<file path="config.mk">
export PLATFORM = sky130hd
export DESIGN_NAME = cke_power_ctrl
export DESIGN_NICKNAME = d
export VERILOG_FILES = /design/src/rtl/cke_power_pkg.sv /design/src/rtl/cke_cmd_decode.sv /design/src/rtl/cke_rc_timer.sv /design/src/rtl/cke_power_ctrl.sv
export SDC_FILE = /design/constraint.sdc
export NUM_CORES = 1
export LEC_CHECK = 0
export BUFFER_PORTS_ARGS = -buffer_cell sky130_fd_sc_hd__buf_2
export CAP_MARGIN = 15
export CORE_AREA = 2 2 39 41
export DETAILED_ROUTE_END_ITERATION = 8
export DIE_AREA = 0 0 41 43
export HOLD_SLACK_MARGIN = 0.15
export PLACE_DENSITY_LB_ADDON = 0.12
export SLEW_MARGIN = 0
export SYNTH_ARGS = -nofsm -noshare
export SYNTH_HDL_FRONTEND = slang
export SYNTH_SLANG_ARGS = --single-unit
</file>
<file path="constraint.sdc">
create_clock -name clk -period 1.9 [get_ports clk]
set_input_delay 0.095 -clock clk [delete_from_list [all_inputs] [get_ports clk]]
set_output_delay 0.095 -clock clk [all_outputs]
set_load 0.02 [all_outputs]
</file>
<file path="src/rtl/cke_power_pkg.sv">
package cke_power_pkg;
  typedef enum logic [2:0] {
    PS_NORMAL = 3'd0,
    PS_SELF   = 3'd1,
    PS_PDOWN  = 3'd2,
    PS_SUSP   = 3'd3,
    PS_RECOV  = 3'd4
  } pstate_e;
endpackage

</file>
<file path="src/rtl/cke_cmd_decode.sv">
module cke_cmd_decode (
  input  logic cs_n,
  input  logic ras_n,
  input  logic cas_n,
  input  logic we_n,
  output logic quiet,
  output logic refresh
);
  // quiet: deselect or no-operation; refresh: auto-refresh pattern
  always_comb begin
    quiet   = cs_n | (ras_n & cas_n & we_n);
    refresh = ~cs_n & ~ras_n & ~cas_n & we_n;
  end
endmodule

</file>
<file path="src/rtl/cke_rc_timer.sv">
module cke_rc_timer #(
  parameter int TRC = 8
) (
  input  logic clk,
  input  logic rst_n,
  input  logic load,
  input  logic tick,
  output logic done
);
  localparam int CW = $clog2(TRC + 1);
  localparam logic [CW-1:0] START = CW'(TRC - 1);

  logic [CW-1:0] cnt_q, cnt_d;
  logic          cnt_en;

  always_comb begin
    cnt_en = load | (tick & (cnt_q != '0));
    cnt_d  = load ? START : cnt_q - 1'b1;
  end

  always_ff @(posedge clk or negedge rst_n) begin
    if (!rst_n)      cnt_q <= '0;
    else if (cnt_en) cnt_q <= cnt_d;
  end

  assign done = (cnt_q == '0);

  p_load_start_r7: assert property (@(posedge clk) disable iff (!rst_n)
    load |=> (cnt_q == START));
endmodule

</file>
<file path="src/rtl/cke_power_ctrl.sv">
module cke_power_ctrl #(
  parameter int TRC = 8
) (
  input  logic       clk,
  input  logic       rst_n,
  input  logic       cke,
  input  logic       cs_n,
  input  logic       ras_n,
  input  logic       cas_n,
  input  logic       we_n,
  input  logic       all_banks_idle,
  output logic       clk_en_int,
  output logic [2:0] pstate,
  output logic       illegal,
  output logic       cmd_ok
);
  import cke_power_pkg::*;

  pstate_e state_q, state_d;
  logic    cke_prev_q;
  logic    clk_en_q;
  logic    ill_q, ill_d;
  logic    quiet, refresh;
  logic    fall, rise;
  logic    rc_load, rc_tick, rc_done;

  cke_cmd_decode u_dec (
    .cs_n    (cs_n),
    .ras_n   (ras_n),
    .cas_n   (cas_n),
    .we_n    (we_n),
    .quiet   (quiet),
    .refresh (refresh)
  );

  cke_rc_timer #(.TRC(TRC)) u_rc (
    .clk   (clk),
    .rst_n (rst_n),
    .load  (rc_load),
    .tick  (rc_tick),
    .done  (rc_done)
  );

  assign fall    = cke_prev_q & ~cke;
  assign rise    = ~cke_prev_q & cke;
  assign rc_tick = (state_q == PS_RECOV);

  always_comb begin
    state_d = state_q;
    ill_d   = 1'b0;
    rc_load = 1'b0;
    case (state_q)
      PS_NORMAL: if (fall) begin
        if (!all_banks_idle) state_d = PS_SUSP;
        else if (refresh)    state_d = PS_SELF;
        else if (quiet)      state_d = PS_PDOWN;
        else                 ill_d   = 1'b1;
      end
      PS_SELF: if (rise) begin
        state_d = PS_RECOV;
        rc_load = 1'b1;
        ill_d   = ~quiet;
      end
      PS_PDOWN, PS_SUSP: if (rise) state_d = PS_NORMAL;
      PS_RECOV: if (rc_done) state_d = PS_NORMAL;
      default: state_d = PS_NORMAL;
    endcase
  end

  always_ff @(posedge clk or negedge rst_n) begin
    if (!rst_n) begin
      state_q    <= PS_NORMAL;
      cke_prev_q <= 1'b1;
      clk_en_q   <= 1'b1;
      ill_q      <= 1'b0;
    end else begin
      state_q    <= state_d;
      cke_prev_q <= cke;
      clk_en_q   <= cke;
      ill_q      <= ill_d;
    end
  end

  assign clk_en_int = clk_en_q;
  assign pstate     = state_q;
  assign illegal    = ill_q;
  assign cmd_ok     = (state_q == PS_NORMAL) & clk_en_q;

  p_self_entry_r2: assert property (@(posedge clk) disable iff (!rst_n)
    (state_q == PS_NORMAL && fall && all_banks_idle && refresh) |=> (state_q == PS_SELF));
  p_pdown_entry_r3: assert property (@(posedge clk) disable iff (!rst_n)
    (state_q == PS_NORMAL && fall && all_banks_idle && quiet) |=> (state_q == PS_PDOWN));
  p_illegal_pulse_r4: assert property (@(posedge clk) disable iff (!rst_n)
    ill_q |=> !ill_q);
  p_suspend_entry_r5: assert property (@(posedge clk) disable iff (!rst_n)
    (state_q == PS_NORMAL && fall && !all_banks_idle) |=> (state_q == PS_SUSP));
  p_self_hold_r6: assert property (@(posedge clk) disable iff (!rst_n)
    (state_q == PS_SELF && !cke) |=> (state_q == PS_SELF));
  p_recov_wait_r7: assert property (@(posedge clk) disable iff (!rst_n)
    (state_q == PS_RECOV && !rc_done) |=> (state_q == PS_RECOV));
  p_wake_r9: assert property (@(posedge clk) disable iff (!rst_n)
    ((state_q == PS_PDOWN || state_q == PS_SUSP) && rise) |=> (state_q == PS_NORMAL));
endmodule

</file>
; Word-level counts from Yosys, hierarchy flattened
; Index checks and enable logic that the tools add are counted.
[classes]
addsub = 1
muxes = 17
eq_ne = 9
n_bitwise = 17
n_reduce_logical = 5
[op_table]
columns = op, n
row1 = 3-bit two-way mux, 7
row2 = 3-bit case mux with 4 select lines, 1
row3 = 1-bit bitwise AND, 9
row4 = "2-bit inequality test, second input constant", 4
row5 = 1-bit two-way mux, 7
row6 = "3-bit by 2-bit == test with 1-bit output, second input constant", 2
row7 = 1-bit NOT, 6
row8 = 5-bit AND reduction, 1
row9 = 4-bit zero test, 1
row10 = 4-bit two-way mux, 1
row11 = "4-bit inequality test, second input constant", 1
row12 = 4-bit nonzero test, 1
row13 = "4-bit by 1-bit subtractor with 4-bit output, second input constant", 1
row14 = "3-bit by 1-bit == test with 1-bit output, second input constant", 1
row15 = "3-bit == test, second input constant", 1
row16 = 3-bit zero test, 1
row17 = 1-bit OR, 2
row18 = 1-bit case mux with 2 select lines, 1
row19 = 2-bit OR reduction, 1
[totals]
out_inout_bits = 6
wordCells = 53
register_bits = 9
inputBits = 8

; Longest topological paths before layout
; Gate-level depths: netlist of run 1.
[logic_depth]
word_depth = 8
depth_mapped = 5
mapped_depth_nobuf = 5

; By module
; From an unflattened synthesis of run 1, not the netlist that was laid out.
[unflattened]
hier_cells = 51
hier_area_um2 = 545.5
[modules_own_cells]
columns = mod, area_per_inst_um2, instances, cells_per_inst
row1 = cke_power_ctrl, 291.5, 1, 27
row2 = cke_rc_timer, 230.2, 1, 22
row3 = cke_cmd_decode, 23.8, 1, 2

; Worst setup path after synthesis of run 1
; OpenSTA, ideal clock, no wires.
[synth_path]
path_type = reg-to-reg
startpoint = register state_q[0] (netlist: pstate[0])
endpoint = register u_rc.cnt_q[3]
required_ps = 1822
path_slack_ps = 208
n_path_buf = 1
arrival_ps = 1615
path_stages_with_launch = 5
synth_period_minus_slack_ps = 1692
cell_sequence = dfrtp_1 -> or3b_1 -> buf_2 -> or4_1 -> a21boi_1
[synth_via]
elab_chain_len = 3
[synth_rtl]
columns = item, line_no
row1 = "start, declared", cke_power_ctrl.sv:19  ; pstate_e state_q, state_d;
row2 = "start signal, assigned", cke_power_ctrl.sv:77  ; state_q <= state_d;
row3 = 3-bit by 1-bit == test with 1-bit output / 3-bit == test (equally long branches), "cke_power_ctrl.sv:52, cke_power_ctrl.sv:46"
row4 = 1-bit two-way mux / 1-bit bitwise AND (equally long branches), "cke_power_ctrl.sv:52, cke_rc_timer.sv:17"
row5 = 4-bit two-way mux / 1-bit OR (equally long branches), "cke_rc_timer.sv:18, cke_rc_timer.sv:17"
row6 = "end signal, assigned", cke_rc_timer.sv:23  ; else if (cnt_en) cnt_q <= cnt_d;
row7 = "end, declared", cke_rc_timer.sv:13  ; logic [CW-1:0] cnt_q, cnt_d;
; Several ways; a longest one is shown, not always the timed one.
; A chain may end at the register's enable or synchronous reset.

; Final worst setup path of run 1
[layout_path]
startpoint = input cs_n
endpoint = register state_q[0] (netlist: pstate[0])
[layout_via]
elab_chain_len = 8
[layout_rtl]
columns = item, line_no
row1 = "start, declared", cke_power_ctrl.sv:7  ; input logic cs_n,
row2 = 1-bit NOT, cke_cmd_decode.sv:12  ; refresh = ~cs_n & ~ras_n & ~cas_n & we_n;
row3 = 1-bit bitwise AND (3 in series), cke_cmd_decode.sv:12
row4 = 3-bit two-way mux, cke_power_ctrl.sv:55  ; else if (refresh) state_d = PS_SELF;
row5 = 3-bit two-way mux, cke_power_ctrl.sv:54  ; if (!all_banks_idle) state_d = PS_SUSP;
row6 = 3-bit two-way mux, cke_power_ctrl.sv:53  ; PS_NORMAL: if (fall) begin
row7 = 3-bit case mux with 4 select lines, cke_power_ctrl.sv:52  ; case (state_q)
; Several ways; a longest one is shown, not always the timed one. The select of a mux whose other input is x is not followed.

==> results of run 1 <==
## worst reg2reg max path, cell delays in order (launching register included)
cell	delay (ns)
dfrtp_1	0.42
or3b_1	0.41
or4_1	0.51
a21boi_1	0.15
## kinds of logic after synthesis
kind of cell,share of synthesized area [%]
buffers and inverters,5.09
AO/OA/AOI/OAI,18.0
flip-flops,48.5
AND/OR/NAND/NOR,25.7
adder cells (fa/ha/maj),2.68
## through the flow
stage	utilization, %	area, µm²	hold WS, ns
finish	44.1	611	0.161
floorplan	-	467	-0.201
global route	44.1	611	0.187
CTS	44.1	611	0.156
global placement	40.1	554	-0.0446
detailed placement	40.1	554	-0.0472
## cells in the final DEF (no fill, tap or decap), drive strengths merged
| cell type | Yosys | final |
|---|---|---|
| a2111o | 1 | 1 |
| a21boi | 1 | 1 |
| a21oi | 2 | 2 |
| a31oi | 1 | 1 |
| and3 | 1 | 1 |
| and3b | 1 | 1 |
| buf | 1 | 14 |
| clkbuf | 0 | 4 |
| dfrtp | 8 | 8 |
| dfstp | 1 | 1 |
| dlygate4sd3 | 0 | 3 |
| ha | 1 | 1 |
| inv | 5 | 5 |
| nand2 | 1 | 1 |
| nand2b | 2 | 2 |
| nand3 | 2 | 2 |
| nor2 | 1 | 1 |
| nor3b | 2 | 2 |
| nor4 | 1 | 1 |
| nor4b | 1 | 1 |
| o21ai | 8 | 8 |
| o311ai | 1 | 1 |
| or3 | 3 | 3 |
| or3b | 1 | 1 |
| or4 | 1 | 1 |
| or4b | 1 | 1 |
## state kept, by name, summed over array words and instances (netlist names)
register and count:
clk_en_int 1, illegal 1, pstate 3, u_rc.cnt_q 4
## synth_stat cells
cell / count
a2111o_1: 1
a21boi_1: 1
a21oi_1: 2
a31oi_1: 1
and3_1: 1
and3b_1: 1
buf_2: 1
dfrtp_1: 8
dfstp_2: 1
ha_1: 1
inv_1: 5
nand2_1: 1
nand2b_1: 2
nand3_1: 2
nor2_1: 1
nor3b_1: 2
nor4_1: 1
nor4b_1: 1
o21ai_0: 8
o311ai_1: 1
or3_1: 3
or3b_1: 1
or4_1: 1
or4b_1: 1
## power by group
group / total (mW) / switching (mW) / internal, mW
clock network: 0.143 / 0.0621 / 0.0806
registers: 0.330 / 0.0685 / 0.261
logic: 0.264 / 0.147 / 0.117
total: 0.737 / 0.278 / 0.458
## area by class of cell
cell class | instances | area, µm² | share of cell area, %
flip-flops and latches | 9 | 226 | 37.1
multi-input cells | 33 | 216 | 35.5
repair buffers | 17 | 103 | 16.8
clock buffers | 4 | 26.3 | 4.30
well taps | 16 | 20.0 | 3.28
inverters | 5 | 18.8 | 3.07
## layer usage
| metal | wire length, µm | track usage, % | vias up |
|---|---|---|---|
| met2 | 459 | 22.2 | 11 |
| met4 | 10 | 12.0 | 0 |
| met5 | 0 | 0 | - |
| met1 | 452 | 17.4 | 187 |
| met3 | 57 | 3.14 | 2 |
| li1 | - | - | 219 |
## final timing paths
| path | start | to | cells after the start |
|---|---|---|---|
| min reg2reg | pstate[2]$_DFFE_PN0P_ | pstate[1]$_DFFE_PN0P_ | 1 |
| max reg2reg | pstate[0]$_DFFE_PN0P_ | u_rc.cnt_q[3]$_DFFE_PN0P_ | 3 |
| max in group asynchronous | rst_n | clk_en_int$_DFF_PN1_ | 2 |
| min | all_banks_idle | pstate[0]$_DFFE_PN0P_ | 3 |
| min in group asynchronous | rst_n | u_rc.cnt_q[2]$_DFFE_PN0P_ | 2 |
| max | cs_n | pstate[0]$_DFFE_PN0P_ | 5 |
==> reports/qor.yml, run 1 <==
leakagePower_nw: 0.288
ys_seq_elements: 9
syn_avg_cell_area_um2: 9.72
syn_inst: 48
worst_pin_slew_ns: 0.578
wl_um: 979
drtPass1Iterations: 4
hold_viol: 0
p_total_mw: 0.737
postLayoutSetupSlackWorst_ns: 0.259
finalCritPeriodShare_pct: 86.4
cts.hold.buffers_added: 3
synth_top_area_share_pct: 42.9
path_class: "in2reg"
critical-path-top-delay-family: "buffers and inverters"
synth_nets: 57
post_cts_buffers: 0
rows: 14
power_density_nw_per_um2: 1210
grt_setup_unrepaired: "no"
via_count: 419
fin_tns_setup_ns: 0
syn_area_um2: 467
chipWidth_um: 41
drive_gt1_share_pct: 26.5
wl_per_cell_um: 11.7
fin_skew_ns: 0.00174
drc: 0
clkLatencyLatePin_ns: 0.25
numCtsBuffers: 3
first_iter_violations: 5
grt.total_usage_pct: 15.0
grt_pass1_wl_um: 1710
ys_types: 24
arrival_ns: 1.82
crit_path_max_incr_delay_ns: 0.53
pre_cts_ws_ns: 0.359
clkSinkCount: 9
cts-root-buf: "clkbuf_4"
detail-route-antenna-nets: 0
rrSetupSlack_ns: 0.34
hold_class: "in2reg"
synth_top_cells_by_area: "dfrtp_1 43%, o21ai_0 8.6%, dfstp_2 5.6%"
grt_pass1_vias: 420
io_pins: 14
yosysWarnings: 0
place_congestion: 0.679
path_max_fanout: 3
clock_path_buffers: 2
grt_overflow: 0
fin_crit_ns: 1.64
yosysTopAreaCell: "dfrtp_1"
cp-end-kind: "flip-flop"
cap_violations: 0
nNetsFinal: 78
slew_violations: 0
yosysSeqAreaShare_pct: 48.5
ctsResizeCount: 0
dpl.hpwl_um: 755
clk_pin_slew_ns: 0.06
status: "finished clean"
slowest_stage: "dlygate4sd3_1"
fill_cells: 142
cp_num_buf_inv: 2
setup_viol: 0
via_per_inst: 4.99
relSlewSlack_pct: 61.4
areaGrowthSynthToFinish_pct: 30.8
cts_tree: "yes"
vdd_drop_max_v: 0.000427
layout.cells.non_filler: 84
grt_max_degree: 10
die_area_um2: 1760
cp_cell_sequence: "dlygate4sd3_1 -> buf_2 -> or4b_1 -> a2111o_1 -> a21oi_1"
io_buffers: 13
fmax_ghz: 0.609
dp_cells: 77
htreeDepth: 1
antenna_found_initial: 0
num_antenna_cells: 0
worstSetupStartpointType: "input port"
core_area_um2: 1380
chipHeight_um: 43
cp.required_ns: 2.08
start_util_pct: 33.7
No activity file was read; power rests on OpenSTA's default activity.
==> run 2: changes to the inputs <==
Settings changed: CORE_AREA 2 2 39 41 to unset, CORE_MARGIN set to 2, CORE_UTILIZATION set to 30, DIE_AREA 0 0 41 43 to unset.
==> reports/qor.yml, run 2 (synthesis results as in run 1) <==
ctsResizeCount: 0  # unchanged
wl_per_cell_um: 11.9  # +2.1%
clkLatencyLatePin_ns: 0.25  # about the same
clkSinkCount: 9  # unchanged
fin_tns_setup_ns: 0  # unchanged
io_pins: 14  # unchanged
grt.total_usage_pct: 13.5  # -1.5 points
final_cell_mix: "13 x buf_2, 8 x o21ai_0, 8 x dfrtp_1, 5 x inv_1"
cts.hold.buffers_added: 3  # unchanged
cap_violations: 0  # unchanged
die_area_um2: 1890  # +7.0%
chipHeight_um: 43.4  # +1.0%
worst_r2r_endpoint: "u_rc.cnt_q[3]$_DFFE_PN0P_"
placed_area_um2: 554  # unchanged
largest_reg_flops: 4  # unchanged
io_buffers: 13  # unchanged
post_cts_buffers: 0  # unchanged
leakagePower_nw: 0.288  # unchanged
holdPathEnd: "pstate[0]$_DFFE_PN0P_"
final_util_pct: 41.0  # -3.1 points
layout_commonest_cell: "buf_2"
worstSetupStartpointType: "input port"
cp.required_ns: 2.08  # about the same
chipWidth_um: 43.4  # +6.0%
reg2reg_from: "pstate[0]$_DFFE_PN0P_"
areaGrowthSynthToFinish_pct: 30.8  # unchanged
clk_pin_slew_ns: 0.06  # about the same
grt_overflow: 0  # unchanged
cp-end-kind: "flip-flop"
antenna_found_initial: 0  # unchanged
cts_tree: "yes"
setup_viol: 0  # unchanged
grt.met1_usage_pct: 15.4  # -2.0 points
first_iter_violations: 3  # -2
grt.met2_usage_pct: 22.7  # +0.50 points
via_per_inst: 5.04  # +0.95%
hold_start: "all_banks_idle"
path_max_fanout: 3  # unchanged
hold_viol: 0  # unchanged
dpl.hpwl_um: 776  # +2.8%
rr_worst_depth: 3  # unchanged
detail-route-antenna-nets: 0  # unchanged
numCtsBuffers: 3  # unchanged
slew_violations: 0  # unchanged
cts-root-buf: "clkbuf_4"
hold_depth: 3  # unchanged
busiest_layer: "met2"
grt_pass1_vias: 442  # +5.2%
fin_area_um2: 611  # unchanged
pre_cts_ws_ns: 0.349  # -0.0100 ns
finalCritPeriodShare_pct: 85.9  # -0.44 points
grt_util_met3_pct: 2.50  # -0.64 points
nNetsFinal: 78  # unchanged
clock_path_buffers: 2  # unchanged
arrival_ns: 1.81  # about the same
start_util_pct: 31.3  # -2.4 points
grt_setup_unrepaired: "no"
relSlewSlack_pct: 65.3  # +3.9 points
status: "finished clean"
htreeDepth: 1  # unchanged
fin_crit_ns: 1.63  # -0.00837 ns
core_area_um2: 1490  # +7.6%
dp_cells: 77  # unchanged
rrSetupSlack_ns: 0.33  # about the same
drtPass1Iterations: 2  # -2
hold_class: "in2reg"
postLayoutSetupSlackWorst_ns: 0.268  # +0.00837 ns
fin_skew_ns: 0.00319  # +0.00145 ns
grt_pass1_wl_um: 1870  # +9.2%
vdd_drop_max_v: 0.000462  # +8.4%
worst_pin_slew_ns: 0.519  # -0.0590 ns
wl_um: 1000  # +2.1%
fill_cells: 158  # +11%
via_count: 423  # +0.95%
path_class: "in2reg"
drc: 0  # unchanged
top_register: "u_rc.cnt_q"
power_density_nw_per_um2: 1210  # about the same
grt_max_degree: 10  # unchanged
drive_gt1_share_pct: 26.5  # unchanged
fmax_ghz: 0.613  # +0.51%
layout.cells.non_filler: 84  # unchanged
place_congestion: 0.760  # +12%
num_antenna_cells: 0  # unchanged
rows: 14  # unchanged
run 2: area by class of cell:
class | count | area (µm²) | share of cell area (%)
multi-input cells | 33 | 216 | 35.5
well taps | 16 | 20.0 | 3.28
repair buffers | 17 | 103 | 16.8
clock buffers | 4 | 26.3 | 4.30
inverters | 5 | 18.8 | 3.07
flip-flops and latches | 9 | 226 | 37.1
run 2: metrics by stage:
stage | hold WS, ns | total power [mW]
floorplan | -0.201 | 0.502
global placement | -0.0362 | 0.596
detailed placement | -0.0421 | 0.598
CTS | 0.157 | 0.751
global route | 0.183 | 0.812
finish | 0.172 | 0.737
run 2: worst max path at each step:
stage	startpoint	endpoint	slack (ns)	depth (start not counted)
2_1_floorplan	pstate[0]$_DFFE_PN0P_	u_rc.cnt_q[3]$_DFFE_PN0P_	0.21	4
3_3_place_gp	pstate[0]$_DFFE_PN0P_	u_rc.cnt_q[3]$_DFFE_PN0P_	0.38	3
4_1_cts	cs_n	pstate[0]$_DFFE_PN0P_	0.27	5
5_1_grt	cs_n	pstate[0]$_DFFE_PN0P_	0.21	5
6_report	cs_n	pstate[0]$_DFFE_PN0P_	0.27	5
3_5_place_dp	pstate[0]$_DFFE_PN0P_	u_rc.cnt_q[3]$_DFFE_PN0P_	0.35	3
run 2: per-layer routing:
| layer | vias to the layer above | share of wire [%] |
|---|---|---|
| met4 | 0 | 1.0 |
| met2 | 10 | 48 |
| met3 | 2 | 4.4 |
| met5 | - | 0 |
| li1 | 215 | - |
| met1 | 196 | 47 |
run 2: power breakdown:
group | switching, mW | internal (mW)
clock network | 0.0612 | 0.0806
registers | 0.0715 | 0.261
logic | 0.146 | 0.116
total | 0.279 | 0.458
run 2: worst max-delay path: stages:
cell and delay (ns):
dlygate4sd3_1 0.53, buf_2 0.13, or4b_1 0.50, a2111o_1 0.43, a21oi_1 0.12
==> run 3: changes to the inputs <==
Settings changed: CAP_MARGIN 15 to unset, PLACE_DENSITY set to 0.57, PLACE_DENSITY_LB_ADDON 0.12 to unset, SLEW_MARGIN 0 to unset.
==> reports/qor.yml, run 3 (synthesis results as in run 1) <==
final_cell_mix: "13 x buf_2, 8 x o21ai_0, 8 x dfrtp_1, 5 x inv_1"
fill_cells: 147  # -7.0%
hold_class: "in2reg"
layout_commonest_cell: "buf_2"
chipHeight_um: 43.4  # unchanged
clock_power_share_pct: 19.8  # +0.6 points
cp.required_ns: 2.09  # about the same
postLayoutSetupSlackWorst_ns: 0.264  # -0.00403 ns
drc: 0  # unchanged
fin_crit_ns: 1.64  # +0.00403 ns
setup_viol: 0  # unchanged
areaGrowthSynthToFinish_pct: 30.8  # unchanged
hold_start: "all_banks_idle"
fin_skew_ns: 0.00305  # -0.000146 ns
nNetsFinal: 78  # unchanged
holdWs_ns: 0.156  # -0.0158 ns
drive_gt1_share_pct: 26.5  # unchanged
ctsResizeCount: 0  # unchanged
first_iter_violations: 5  # +2
vdd_drop_max_v: 0.000568  # +23%
wl_per_cell_um: 12.0  # +0.50%
grt_setup_unrepaired: "no"
multi_input_area_um2: 216  # unchanged
grt_pass1_wl_um: 1880  # +0.37%
largest_reg_flops: 4  # unchanged
power_density_nw_per_um2: 1210  # +0.67%
combPwrFrac_pct: 35.9  # +0.3 points
clkSinkCount: 9  # unchanged
grt.total_usage_pct: 13.7  # +0.20 points
clk_pin_slew_ns: 0.06  # about the same
antenna_found_initial: 0  # unchanged
fmax_ghz: 0.611  # -0.25%
p_int_mw: 0.459  # +0.19%
seqPwrFrac_pct: 44.2  # -1.0 points
die_area_um2: 1890  # unchanged
fin_area_um2: 611  # unchanged
worst_pin_slew_ns: 0.467  # -0.0518 ns
rows: 14  # unchanged
start_util_pct: 31.3  # unchanged
place_congestion: 0.836  # +10%
cts_tree: "yes"
placed_area_um2: 554  # unchanged
post_cts_buffers: 0  # unchanged
path_class: "in2reg"
htreeDepth: 1  # unchanged
arrival_ns: 1.82  # about the same
core_area_um2: 1490  # unchanged
slew_violations: 0  # unchanged
via_per_inst: 5.06  # +0.47%
fin_tns_setup_ns: 0  # unchanged
cap_violations: 0  # unchanged
finalCritPeriodShare_pct: 86.1  # +0.21 points
io_buffers: 13  # unchanged
relSlewSlack_pct: 68.8  # +3.5 points
dpl.hpwl_um: 746  # -3.8%
cts-root-buf: "clkbuf_4"
path_max_fanout: 3  # unchanged
drtPass1Iterations: 2  # unchanged
cp-end-kind: "flip-flop"
pre_cts_ws_ns: 0.367  # +0.0186 ns
hold_viol: 0  # unchanged
chipWidth_um: 43.4  # unchanged
wl_um: 1010  # +0.50%
swShare_pct: 38.1  # +0.30 points
p_total_mw: 0.742  # +0.67%
grt_overflow: 0  # unchanged
grt_pass1_vias: 455  # +2.9%
top_register: "u_rc.cnt_q"
startpoint: "cs_n"
p_sw_mw: 0.283  # +1.5%
numCtsBuffers: 3  # unchanged
worstSetupStartpointType: "input port"
num_antenna_cells: 0  # unchanged
reg2reg_from: "pstate[0]$_DFFE_PN0P_"
io_pins: 14  # unchanged
leakagePower_nw: 0.288  # unchanged
detail-route-antenna-nets: 0  # unchanged
via_count: 425  # +0.47%
clock_path_buffers: 2  # unchanged
grt_max_degree: 10  # unchanged
seq_area_um2: 226  # unchanged
status: "finished clean"
clkLatencyLatePin_ns: 0.26  # about the same
[run 3: stage by stage]
step                instances  utilization (%)
floorplan                  48                -
global placement           77             37.2
detailed placement         77             37.2
CTS                        84             41.0
global route               84             41.0
finish                     84             41.0
[run 3: layer usage]
layer  vias to the layer above  routed length, µm  share of wire [%]  GRT usage, %
met5                         -                  0                  0             0
met4                         0                  0                  0          3.64
met3                         0                 90                9.0          7.50
li1                        216                  -                  -             -
met1                       192                449                 45          16.1
met2                        17                465                 46          21.8
[run 3: area by class of cell]
cell class / instances / share of cell area, %
timing repair buffer: 17 / 16.8
inverter: 5 / 3.07
multi-input combinational: 33 / 35.5
tap: 16 / 3.28
sequential: 9 / 37.1
clock buffer: 4 / 4.30
[run 3: worst paths after layout]
kind                                             end  slack (ns)  depth (start not counted)
setup reg to reg           u_rc.cnt_q[3]$_DFFE_PN0P_        0.36                          3
min in group asynchronous          illegal$_DFF_PN0_        0.20                          2
hold / removal                 pstate[0]$_DFFE_PN0P_        0.16                          3
max in group asynchronous       clk_en_int$_DFF_PN1_        1.45                          2
hold reg to reg                pstate[1]$_DFFE_PN0P_        0.51                          1
setup / recovery               pstate[0]$_DFFE_PN0P_        0.26                          5
[run 3: what timing repair did]
action	in CTS	in global routing
hold buffers	3	0
hold endpoints to repair	12	0
setup endpoints to repair	0	0
[run 3: power groups by stage]
stage          Clock, mW  Combinational (mW)  Sequential, mW
2_1_floorplan          0               0.152           0.350
3_3_place_gp           0               0.259           0.326
3_5_place_dp           0               0.265           0.329
4_1_cts            0.157               0.271           0.326
5_1_grt            0.167               0.306           0.348
6_report           0.147               0.267           0.328
[run 3: critical path: stages]
cell and delay [ns]:
dlygate4sd3_1 0.53, buf_2 0.13, or4b_1 0.51, a2111o_1 0.43, a21oi_1 0.12
